**config.mk**
```make
export PLATFORM = sky130hd
export DESIGN_NAME = slot_page_mapper
export DESIGN_NICKNAME = d
export VERILOG_FILES = /design/src/rtl/slot_map_pkg.sv /design/src/rtl/slot_select_reg.sv /design/src/rtl/page_router.sv /design/src/rtl/bus_steer.sv /design/src/rtl/read_return.sv /design/src/rtl/slot_page_mapper.sv
export SDC_FILE = /design/constraint.sdc
export NUM_CORES = 1
export LEC_CHECK = 0
export BUFFER_PORTS_ARGS = -buffer_cell sky130_fd_sc_hd__buf_2
export CORE_MARGIN = 1
export CORE_UTILIZATION = 32
export CTS_CLUSTER_SIZE = 25
export DETAILED_ROUTE_END_ITERATION = 6
export GPL_TIMING_DRIVEN = 0
export PLACE_DENSITY_LB_ADDON = 0.25
export SLEW_MARGIN = 5
export SYNTH_ARGS = -nofsm -noshare
export SYNTH_HDL_FRONTEND = slang
export SYNTH_SLANG_ARGS = --single-unit
```
**constraint.sdc**
```tcl
create_clock -name clk -period 1.2 [get_ports clk]
set_clock_uncertainty 0.15 [all_clocks]
set_input_delay 0 -clock clk [delete_from_list [all_inputs] [get_ports clk]]
set_output_delay 0 -clock clk [all_outputs]
set_load 0.1 [all_outputs]
```
**src/rtl/slot_map_pkg.sv**
```systemverilog
// Shared types and constants for the slot page mapper.
// Assumes a peripheral interface with four port indices.
package slot_map_pkg;

    typedef enum logic [1:0] {
        TGT_NONE = 2'd0,
        TGT_ROM0 = 2'd1,
        TGT_ROM1 = 2'd2,
        TGT_RAM  = 2'd3
    } tgt_e;

    localparam logic [1:0] PORT_SEL = 2'd0;
    localparam logic [1:0] PORT_KEY = 2'd1;

endpackage

```
**src/rtl/slot_select_reg.sv**
```systemverilog
// Slot select register behind the peripheral port interface.
// It loads the select byte on a port A write, returns the select byte on a port A read,
// and returns all ones for any other port read. Assumes SEL_W <= DATA_W.
module slot_select_reg
    import slot_map_pkg::*;
#(
    parameter int DATA_W = 8,
    parameter int SEL_W  = 8
) (
    input  logic              clk,
    input  logic              rst_n,
    input  logic [1:0]        ppi_port,
    input  logic              ppi_wr,
    input  logic              ppi_rd,
    input  logic [DATA_W-1:0] ppi_wdata,
    output logic [DATA_W-1:0] ppi_rdata,
    output logic [SEL_W-1:0]  sel_q
);

    logic [DATA_W-1:0] rd_value;

    // Holds the select byte; only a port A write changes it.
    always_ff @(posedge clk) begin
        if (!rst_n) begin
            sel_q <= '0;
        end else if (ppi_wr && ppi_port == PORT_SEL) begin
            sel_q <= ppi_wdata[SEL_W-1:0];
        end
    end

    // Chooses the value a port read would return.
    always_comb begin
        rd_value = '1;
        if (ppi_port == PORT_SEL) begin
            rd_value = '0;
            rd_value[SEL_W-1:0] = sel_q;
        end
    end

    // Registers port read data one cycle after the read strobe.
    always_ff @(posedge clk) begin
        if (!rst_n) begin
            ppi_rdata <= '0;
        end else if (ppi_rd) begin
            ppi_rdata <= rd_value;
        end
    end

endmodule

```
**src/rtl/page_router.sv**
```systemverilog
// Per-page target lookup.
// Each page's slot field is decoded into a target, then the entry for the page
// being accessed is selected. Only the ROM pages and the RAM slot are populated.
module page_router
    import slot_map_pkg::*;
#(
    parameter int PAGE_W    = 2,
    parameter int SLOT_W    = 2,
    parameter int ROM_SLOT  = 0,
    parameter int RAM_SLOT  = 2,
    parameter int ROM0_PAGE = 0,
    parameter int ROM1_PAGE = 1,
    localparam int NUM_PAGES = 1 << PAGE_W,
    localparam int SEL_W     = NUM_PAGES * SLOT_W
) (
    input  logic [SEL_W-1:0]  sel_q,
    input  logic [PAGE_W-1:0] page_idx,
    output tgt_e              tgt
);

    tgt_e page_tgt [NUM_PAGES];

    for (genvar p = 0; p < NUM_PAGES; p++) begin : g_page
        logic [SLOT_W-1:0] slot;
        assign slot = sel_q[p*SLOT_W +: SLOT_W];

        // Decodes the slot number of page p into a memory target.
        always_comb begin
            page_tgt[p] = TGT_NONE;
            if (slot == SLOT_W'(RAM_SLOT)) begin
                page_tgt[p] = TGT_RAM;
            end else if (slot == SLOT_W'(ROM_SLOT) && p == ROM0_PAGE) begin
                page_tgt[p] = TGT_ROM0;
            end else if (slot == SLOT_W'(ROM_SLOT) && p == ROM1_PAGE) begin
                page_tgt[p] = TGT_ROM1;
            end
        end
    end

    // Picks the target of the page under the current address.
    always_comb begin
        tgt = page_tgt[page_idx];
    end

endmodule

```
**src/rtl/bus_steer.sv**
```systemverilog
// Drives chip selects, write enable and local addresses from the chosen target.
// A write takes precedence over a read. ROM targets are never written.
module bus_steer
    import slot_map_pkg::*;
#(
    parameter int ADDR_W  = 16,
    parameter int DATA_W  = 8,
    parameter int LOCAL_W = 14
) (
    input  tgt_e              tgt,
    input  logic [ADDR_W-1:0] cpu_addr,
    input  logic              cpu_rd,
    input  logic              cpu_wr,
    input  logic [DATA_W-1:0] cpu_wdata,
    output logic              rd_act,
    output logic              rom0_cs,
    output logic              rom1_cs,
    output logic [LOCAL_W-1:0] rom_addr,
    output logic              ram_cs,
    output logic              ram_we,
    output logic [ADDR_W-1:0] ram_addr,
    output logic [DATA_W-1:0] ram_wdata
);

    // Gates each chip select with the strobe the target accepts.
    always_comb begin
        rd_act    = cpu_rd && !cpu_wr;
        rom0_cs   = rd_act && (tgt == TGT_ROM0);
        rom1_cs   = rd_act && (tgt == TGT_ROM1);
        ram_cs    = (rd_act || cpu_wr) && (tgt == TGT_RAM);
        ram_we    = cpu_wr && (tgt == TGT_RAM);
        rom_addr  = cpu_addr[LOCAL_W-1:0];
        ram_addr  = cpu_addr;
        ram_wdata = cpu_wdata;
    end

endmodule

```
**src/rtl/read_return.sv**
```systemverilog
// Records which target a read went to and routes its data back one cycle later.
// Unpopulated reads and cycles after no read return all ones.
module read_return
    import slot_map_pkg::*;
#(
    parameter int DATA_W = 8
) (
    input  logic              clk,
    input  logic              rst_n,
    input  logic              rd_act,
    input  tgt_e              tgt,
    input  logic [DATA_W-1:0] rom0_rdata,
    input  logic [DATA_W-1:0] rom1_rdata,
    input  logic [DATA_W-1:0] ram_rdata,
    output logic [DATA_W-1:0] cpu_rdata
);

    tgt_e src_q;

    // Remembers the source of the read that is in flight.
    always_ff @(posedge clk) begin
        if (!rst_n) begin
            src_q <= TGT_NONE;
        end else begin
            src_q <= rd_act ? tgt : TGT_NONE;
        end
    end

    // Selects returned data by the recorded source.
    always_comb begin
        unique case (src_q)
            TGT_ROM0: cpu_rdata = rom0_rdata;
            TGT_ROM1: cpu_rdata = rom1_rdata;
            TGT_RAM:  cpu_rdata = ram_rdata;
            default:  cpu_rdata = '1;
        endcase
    end

endmodule

```
**src/rtl/slot_page_mapper.sv**
```systemverilog
// Top of the slot page mapper.
// Splits the CPU space into pages, maps each page through its slot field,
// and connects the CPU to two ROMs and a RAM. Assumes synchronous memories.
module slot_page_mapper
    import slot_map_pkg::*;
#(
    parameter int ADDR_W    = 16,
    parameter int DATA_W    = 8,
    parameter int PAGE_W    = 2,
    parameter int SLOT_W    = 2,
    parameter int ROM_SLOT  = 0,
    parameter int RAM_SLOT  = 2,
    parameter int ROM0_PAGE = 0,
    parameter int ROM1_PAGE = 1,
    localparam int NUM_PAGES = 1 << PAGE_W,
    localparam int SEL_W     = NUM_PAGES * SLOT_W,
    localparam int LOCAL_W   = ADDR_W - PAGE_W
) (
    input  logic               clk,
    input  logic               rst_n,
    input  logic [ADDR_W-1:0]  cpu_addr,
    input  logic               cpu_rd,
    input  logic               cpu_wr,
    input  logic [DATA_W-1:0]  cpu_wdata,
    output logic [DATA_W-1:0]  cpu_rdata,
    input  logic [1:0]         ppi_port,
    input  logic               ppi_wr,
    input  logic               ppi_rd,
    input  logic [DATA_W-1:0]  ppi_wdata,
    output logic [DATA_W-1:0]  ppi_rdata,
    output logic               rom0_cs,
    output logic               rom1_cs,
    output logic [LOCAL_W-1:0] rom_addr,
    input  logic [DATA_W-1:0]  rom0_rdata,
    input  logic [DATA_W-1:0]  rom1_rdata,
    output logic               ram_cs,
    output logic               ram_we,
    output logic [ADDR_W-1:0]  ram_addr,
    output logic [DATA_W-1:0]  ram_wdata,
    input  logic [DATA_W-1:0]  ram_rdata
);

    logic [SEL_W-1:0] sel_q;
    tgt_e             tgt;
    logic             rd_act;

    slot_select_reg #(.DATA_W(DATA_W), .SEL_W(SEL_W)) u_sel (
        .clk       (clk),
        .rst_n     (rst_n),
        .ppi_port  (ppi_port),
        .ppi_wr    (ppi_wr),
        .ppi_rd    (ppi_rd),
        .ppi_wdata (ppi_wdata),
        .ppi_rdata (ppi_rdata),
        .sel_q     (sel_q)
    );

    page_router #(
        .PAGE_W    (PAGE_W),
        .SLOT_W    (SLOT_W),
        .ROM_SLOT  (ROM_SLOT),
        .RAM_SLOT  (RAM_SLOT),
        .ROM0_PAGE (ROM0_PAGE),
        .ROM1_PAGE (ROM1_PAGE)
    ) u_route (
        .sel_q    (sel_q),
        .page_idx (cpu_addr[ADDR_W-1 -: PAGE_W]),
        .tgt      (tgt)
    );

    bus_steer #(.ADDR_W(ADDR_W), .DATA_W(DATA_W), .LOCAL_W(LOCAL_W)) u_steer (
        .tgt       (tgt),
        .cpu_addr  (cpu_addr),
        .cpu_rd    (cpu_rd),
        .cpu_wr    (cpu_wr),
        .cpu_wdata (cpu_wdata),
        .rd_act    (rd_act),
        .rom0_cs   (rom0_cs),
        .rom1_cs   (rom1_cs),
        .rom_addr  (rom_addr),
        .ram_cs    (ram_cs),
        .ram_we    (ram_we),
        .ram_addr  (ram_addr),
        .ram_wdata (ram_wdata)
    );

    read_return #(.DATA_W(DATA_W)) u_ret (
        .clk        (clk),
        .rst_n      (rst_n),
        .rd_act     (rd_act),
        .tgt        (tgt),
        .rom0_rdata (rom0_rdata),
        .rom1_rdata (rom1_rdata),
        .ram_rdata  (ram_rdata),
        .cpu_rdata  (cpu_rdata)
    );

endmodule

```
Word-level counts from Yosys, hierarchy flattened
Cells that the tools add are included.

cells by class
  bitwise operators = 1
  magnitude comparators = 1
  muxes and demuxes = 11
  eq/ne operators = 10
  reductions and logical operators = 12

operators with widths
  operator              count
  $pmux W8 S3           1
  $eq A2 B2 Y1 const B  8
  $mux W2               7
  $mux W8               1
  $logic_and A1 B1 Y1   6
  $logic_not A2 Y1      3
  $bmux W2 S2           1
  $eq A2 B1 Y1 const B  2
  $ge A3 B3 Y1 const B  1
  $not A2 Y3            1
  $reduce_and A2 Y1     1
  $logic_not A1 Y1      1
  $logic_or A1 B1 Y1    1
  $mux W1               1

word-level totals
  bits of input ports = 64
  register bits after elaboration = 18
  logic and storage cells = 38
  output and inout bits = 58

Logic depth before layout (Yosys ltp)
  depth in word-level cells = 8
  mapped depth = 5
  mapped depth without buffers = 3

By module
From an unflattened synthesis, not the netlist that was laid out.

second synthesis, totals
  cell total of the unflattened synthesis = 146
  area total of the unflattened synthesis = 1288.7 sq um

by module, submodules not included
  module           sequential area each (sq um)  cells each  area an instance (sq um)  instances
  slot_select_reg  320.3                         71          641.9                     1
  bus_steer        0.0                           43          336.6                     1
  read_return      40.0                          24          242.7                     1
  page_router      0.0                           8           67.6                      1

Least setup slack after synthesis
Ideal clock, no wire load.

  kind = register to output
  start point = reg u_sel.sel_q[0]
  end point = out ram_we
  data required time = 1050 ps
  arrival time = 3166 ps
  stages on the path, launching flop included = 4
  buffers on the path = 0
  slack = -2116 ps
  cells stage by stage = dfxtp_1 nand2b_1 mux4_2 nor3b_1

on the way
  cells in the longest elaborated chain, start to end = 8
  elaborated cells between the ends (all ways) = 9
  classes of those cells = eq/ne (2); mux (5); reduce/logical (2)

ends and longest elaborated chain
  what                                            RTL line                source
  start, declared                                 slot_select_reg.sv:17   output logic [SEL_W-1:0] sel_q
  start signal, assigned                          slot_select_reg.sv:27   sel_q <= ppi_wdata[SEL_W-1:0];
  $logic_not A2 Y1                                page_router.sv:32       end else if (slot == SLOT_W'(ROM_SLOT) && p == ROM0_PAGE) begin
  $mux W1                                         page_router.sv:32
  $mux W2 (*)                                     page_router.sv:30       if (slot == SLOT_W'(RAM_SLOT)) begin
  $bmux W2 S2 (*)                                 page_router.sv:42       tgt = page_tgt[page_idx];
  $mux W2 (implied by the code) (*) (2 in a row)  page_router.sv:42
  $eq A2 B2 Y1 (*)                                bus_steer.sv:31         ram_we = cpu_wr && (tgt == TGT_RAM);
  $logic_and A1 B1 Y1 (*)                         bus_steer.sv:31
  end, declared                                   slot_page_mapper.sv:37  output logic ram_we,

Mark *: on every way between the ends. The rest lies on a longest branch, timed or not. The select of a mux whose other input is x is not followed.

Worst setup path in the final report
  start point = reg u_sel.sel_q[0]
  end point = out rom1_cs

on the way
  cells in the longest elaborated chain, start to end = 8
  elaborated cells between the ends (all ways) = 9
  classes of those cells = eq/ne (2); mux (5); reduce/logical (2)

ends and longest elaborated chain
  what                                            RTL line                source
  $logic_not A2 Y1                                page_router.sv:32
  $mux W1                                         page_router.sv:32
  $mux W2 (*)                                     page_router.sv:30
  $bmux W2 S2 (*)                                 page_router.sv:42
  $mux W2 (implied by the code) (*) (2 in a row)  page_router.sv:42
  $eq A2 B2 Y1 (*)                                bus_steer.sv:29         rom1_cs = rd_act && (tgt == TGT_ROM1);
  $logic_and A1 B1 Y1 (*)                         bus_steer.sv:29
  end, declared                                   slot_page_mapper.sv:32  output logic rom1_cs,

Marks and branches as above.

==> results by group <==
Status
  – Status: finished, violations left
  – Failing checks: negative setup slack

Worst setup path
  – Reg-to-reg critical path startpoint: u_sel.sel_q[0]
  – Critical path's slowest cell: mux4_2
  – CP startpoint kind: register
  – Reg-to-reg endpoint: u_ret.src_q[1]
  – R2R cell count: 4
  – Reg2Reg Setup Slack: -0.07 ns
  – CP max FO: 4
  – Arr. time, crit path: 1.76 ns
  – Worst setup path end: rom1_cs
  – Critical Path Max Stage Delay: 0.50 ns
  – Worst setup path start: u_sel.sel_q[0]
  – Kind of critical path: reg2out
  – Critical Path End Type: primary output
  – Critical Path RT: 1.05 ns
  – Crit-path cells: nand2b_4 -> mux4_2 -> and4bb_4 -> buf_12

Min path
  – Worst min path class: in2reg

Yosys
  – Post-Synthesis Mean Instance Area: 8.20 um2
  – Warning count from the yosys run: 0
  – Largest area contributor in the netlist: dfxtp_1
  – Largest cells by area after synthesis: dfxtp_1 29%, buf_4 23%, mux2i_1 13%
  – Synthesized cell area: 0.00124 mm2
  – Share of the synthesized area in the top cell type: 29.1%
  – Sequential fraction of the synthesis area: 29.1%
  – Syn Inst Count: 151
  – Syn Nets: 215
  – Yosys cell types: 22
  – #FFs+latches synth: 18

Detailed routing
  – First drt pass iteration count: 4
  – Final WL: 4.56 mm
  – DRC viols: 0
  – DRT iter0 DRCs: 14
  – Routed via count: 1,463
  – Vias per Instance: 4.46
  – Post-DRT Antenna Nets: 0
  – WL/cell: 13.9 um

Floorplanning
  – Floorplan core area: 0.00369 mm2
  – # IOs: 122
  – Row Count: 22
  – Die area: 0.00412 mm2
  – Starting Density: 33.6%
  – Die X: 64.2 um
  – Die span in y: 64.2 um

Timing
  – Hold Slack: 0.0280 ns
  – Worst Max-Slew Pin Slew: 0.506 ns
  – Count of pins over their slew limit: 0
  – Setup ws final: -0.706 ns
  – Worst slew margin: 66.5%
  – Tcrit/Tclk final: 159%
  – Min Tclk post-route: 1.91 ns
  – Max Fclk: 525 MHz
  – Setup Viol. Count Final: 13
  – Endpoints failing hold: 0
  – Unrepaired setup endpoints after global routing: yes

Finish
  – Final Util: 71.2%
  – Most frequent cells in the layout: 86 x buf_2, 45 x buf_4, 14 x dfxtp_2, 13 x dlygate4sd3_1, 13 x buf_12
  – Most common cell after layout, fill and taps aside: buf_2
  – Ant. Diodes: 0
  – Finished Cell Area: 0.00263 mm2
  – Share of cells above drive strength 1: 74.6%
  – Filler cells: 276
  – # nets final: 345
  – Synthesis-to-finish area growth: 112%

Clocking
  – H-tree levels: 1
  – Root Driver: clkbuf_8
  – CTS Buf Count: 3
  – Clock Pin Slew Worst Setup and Hold Paths: 0.07 ns
  – Clk buf depth: 2
  – CTS tree: yes
  – Clock sinks: 18
  – Clock latency on the worst-skew pair: 0.25 ns

Power and ir drop
  – PD cells: 960 mW/mm2
  – Total Power: 0.00252 W
  – Maximum vdd drop: 708 uV
  – Static Leakage: 1.22 nW

Placed design
  – Final HPWL DP: 2.76 mm
  – Routability cong.: 0.655
  – Placed instance area: 0.00204 mm2
  – Buffers on Ports: 99

Global routing
  – Initial antenna violation count: 0
  – Vias in the first global route: 1,505
  – Largest net degree at the start of global routing: 11
  – Gr ovfl total: 0
  – GRT Util Overall: 21.8%
  – Global-route wire length before repair: 7.10 mm

Flow run
  – Max cap viols: 0
metal layers:
layer	global-route usage, %	part of all wire [%]	up-vias
met5	0	0	-
met2	46.0	56	64
met4	3.33	0.64	0
li1	-	-	730
met1	21.8	37	667
met3	3.75	6.8	2
through the flow:
| step | instances | TNS (ns) | setup slack (ns) |
|---|---|---|---|
| finish | 328 | -4.86 | -0.706 |
| global route | 328 | -5.35 | -0.740 |
| CTS | 324 | -4.91 | -0.703 |
| detailed placement | 298 | -5.00 | -0.676 |
| global placement | 298 | -4.92 | -0.680 |
| floorplan | 151 | -5.35 | -0.774 |
cell families (layout without fill, tap and decap cells):
family                 Yosys count  after routing  share of synthesized area [%]
buffers and inverters           46            175                           25.7
AOI/OAI and AO/OA               27             27                           11.8
and+or+nand+nor                 43             43                           18.7
DFF                             18             18                           29.1
muxes                           17             17                           14.7
how the worst min path moves through the flow:
stage / startpoint / end / cells past startpoint
2_1_floorplan: cpu_addr[15] / u_ret.src_q[1] / 2
3_3_place_gp: ppi_wdata[4] / u_sel.sel_q[4] / 3
3_5_place_dp: ppi_wdata[5] / u_sel.sel_q[5] / 3
4_1_cts: rst_n / u_ret.src_q[1] / 4
5_1_grt: cpu_addr[15] / u_ret.src_q[0] / 4
6_report: cpu_addr[15] / u_ret.src_q[0] / 4
flip-flops by register name (all words and copies together), names as in the netlist:
name             cells
u_sel.sel_q          8
u_sel.ppi_rdata      8
u_ret.src_q          2
worst max-delay path: cells and delay by family, from the launching register on:
family                 cells  cell delay (ns)
AND/OR/NAND/NOR            2             0.47
flip-flops                 1             0.36
multiplexers               1             0.50
buffers and inverters      1             0.17
cell usage after synthesis:
| cell type | n |
|---|---|
| a211oi_1 | 1 |
| a21oi_1 | 16 |
| a221o_1 | 1 |
| a311oi_1 | 1 |
| and2_1 | 1 |
| and4bb_1 | 1 |
| buf_2 | 2 |
| buf_4 | 38 |
| clkbuf_1 | 5 |
| dfxtp_1 | 18 |
| inv_1 | 1 |
| mux2i_1 | 16 |
| mux4_2 | 1 |
| nand2b_1 | 4 |
| nand3b_1 | 1 |
| nor2_1 | 20 |
| nor2b_1 | 9 |
| nor3_1 | 2 |
| nor3b_1 | 3 |
| o21ai_0 | 8 |
| or2_1 | 1 |
| or4b_1 | 1 |
power breakdown:
| part | switching [W] | total [W] | internal, W |
|---|---|---|---|
| Clock | 0.000197 | 0.000488 | 0.000291 |
| Sequential | 0.0000235 | 0.000654 | 0.000631 |
| Combinational | 0.000985 | 0.00138 | 0.000393 |
repair_timing:
action,4_1_cts,5_1_grt
hold buffers,13,0
resized for setup,69,12
buffers inserted,9,5
cloned,0,1
endpoints found under the hold margin,16,0
endpoints found under the setup margin,13,14
pin swaps,4,4
area by class of cell:
| cell class | count | area (um2) | area share [%] |
|---|---|---|---|
| plain buffers | 43 | 317 | 12.1 |
| well taps | 48 | 60.1 | 2.29 |
| inverters | 1 | 6.26 | 0.238 |
| clock buffers | 4 | 55.1 | 2.10 |
| flip-flops and latches | 18 | 389 | 14.8 |
| repair buffers | 127 | 983 | 37.4 |
| multi-input cells | 87 | 816 | 31.1 |
Power figures use the tool's default switching activity.
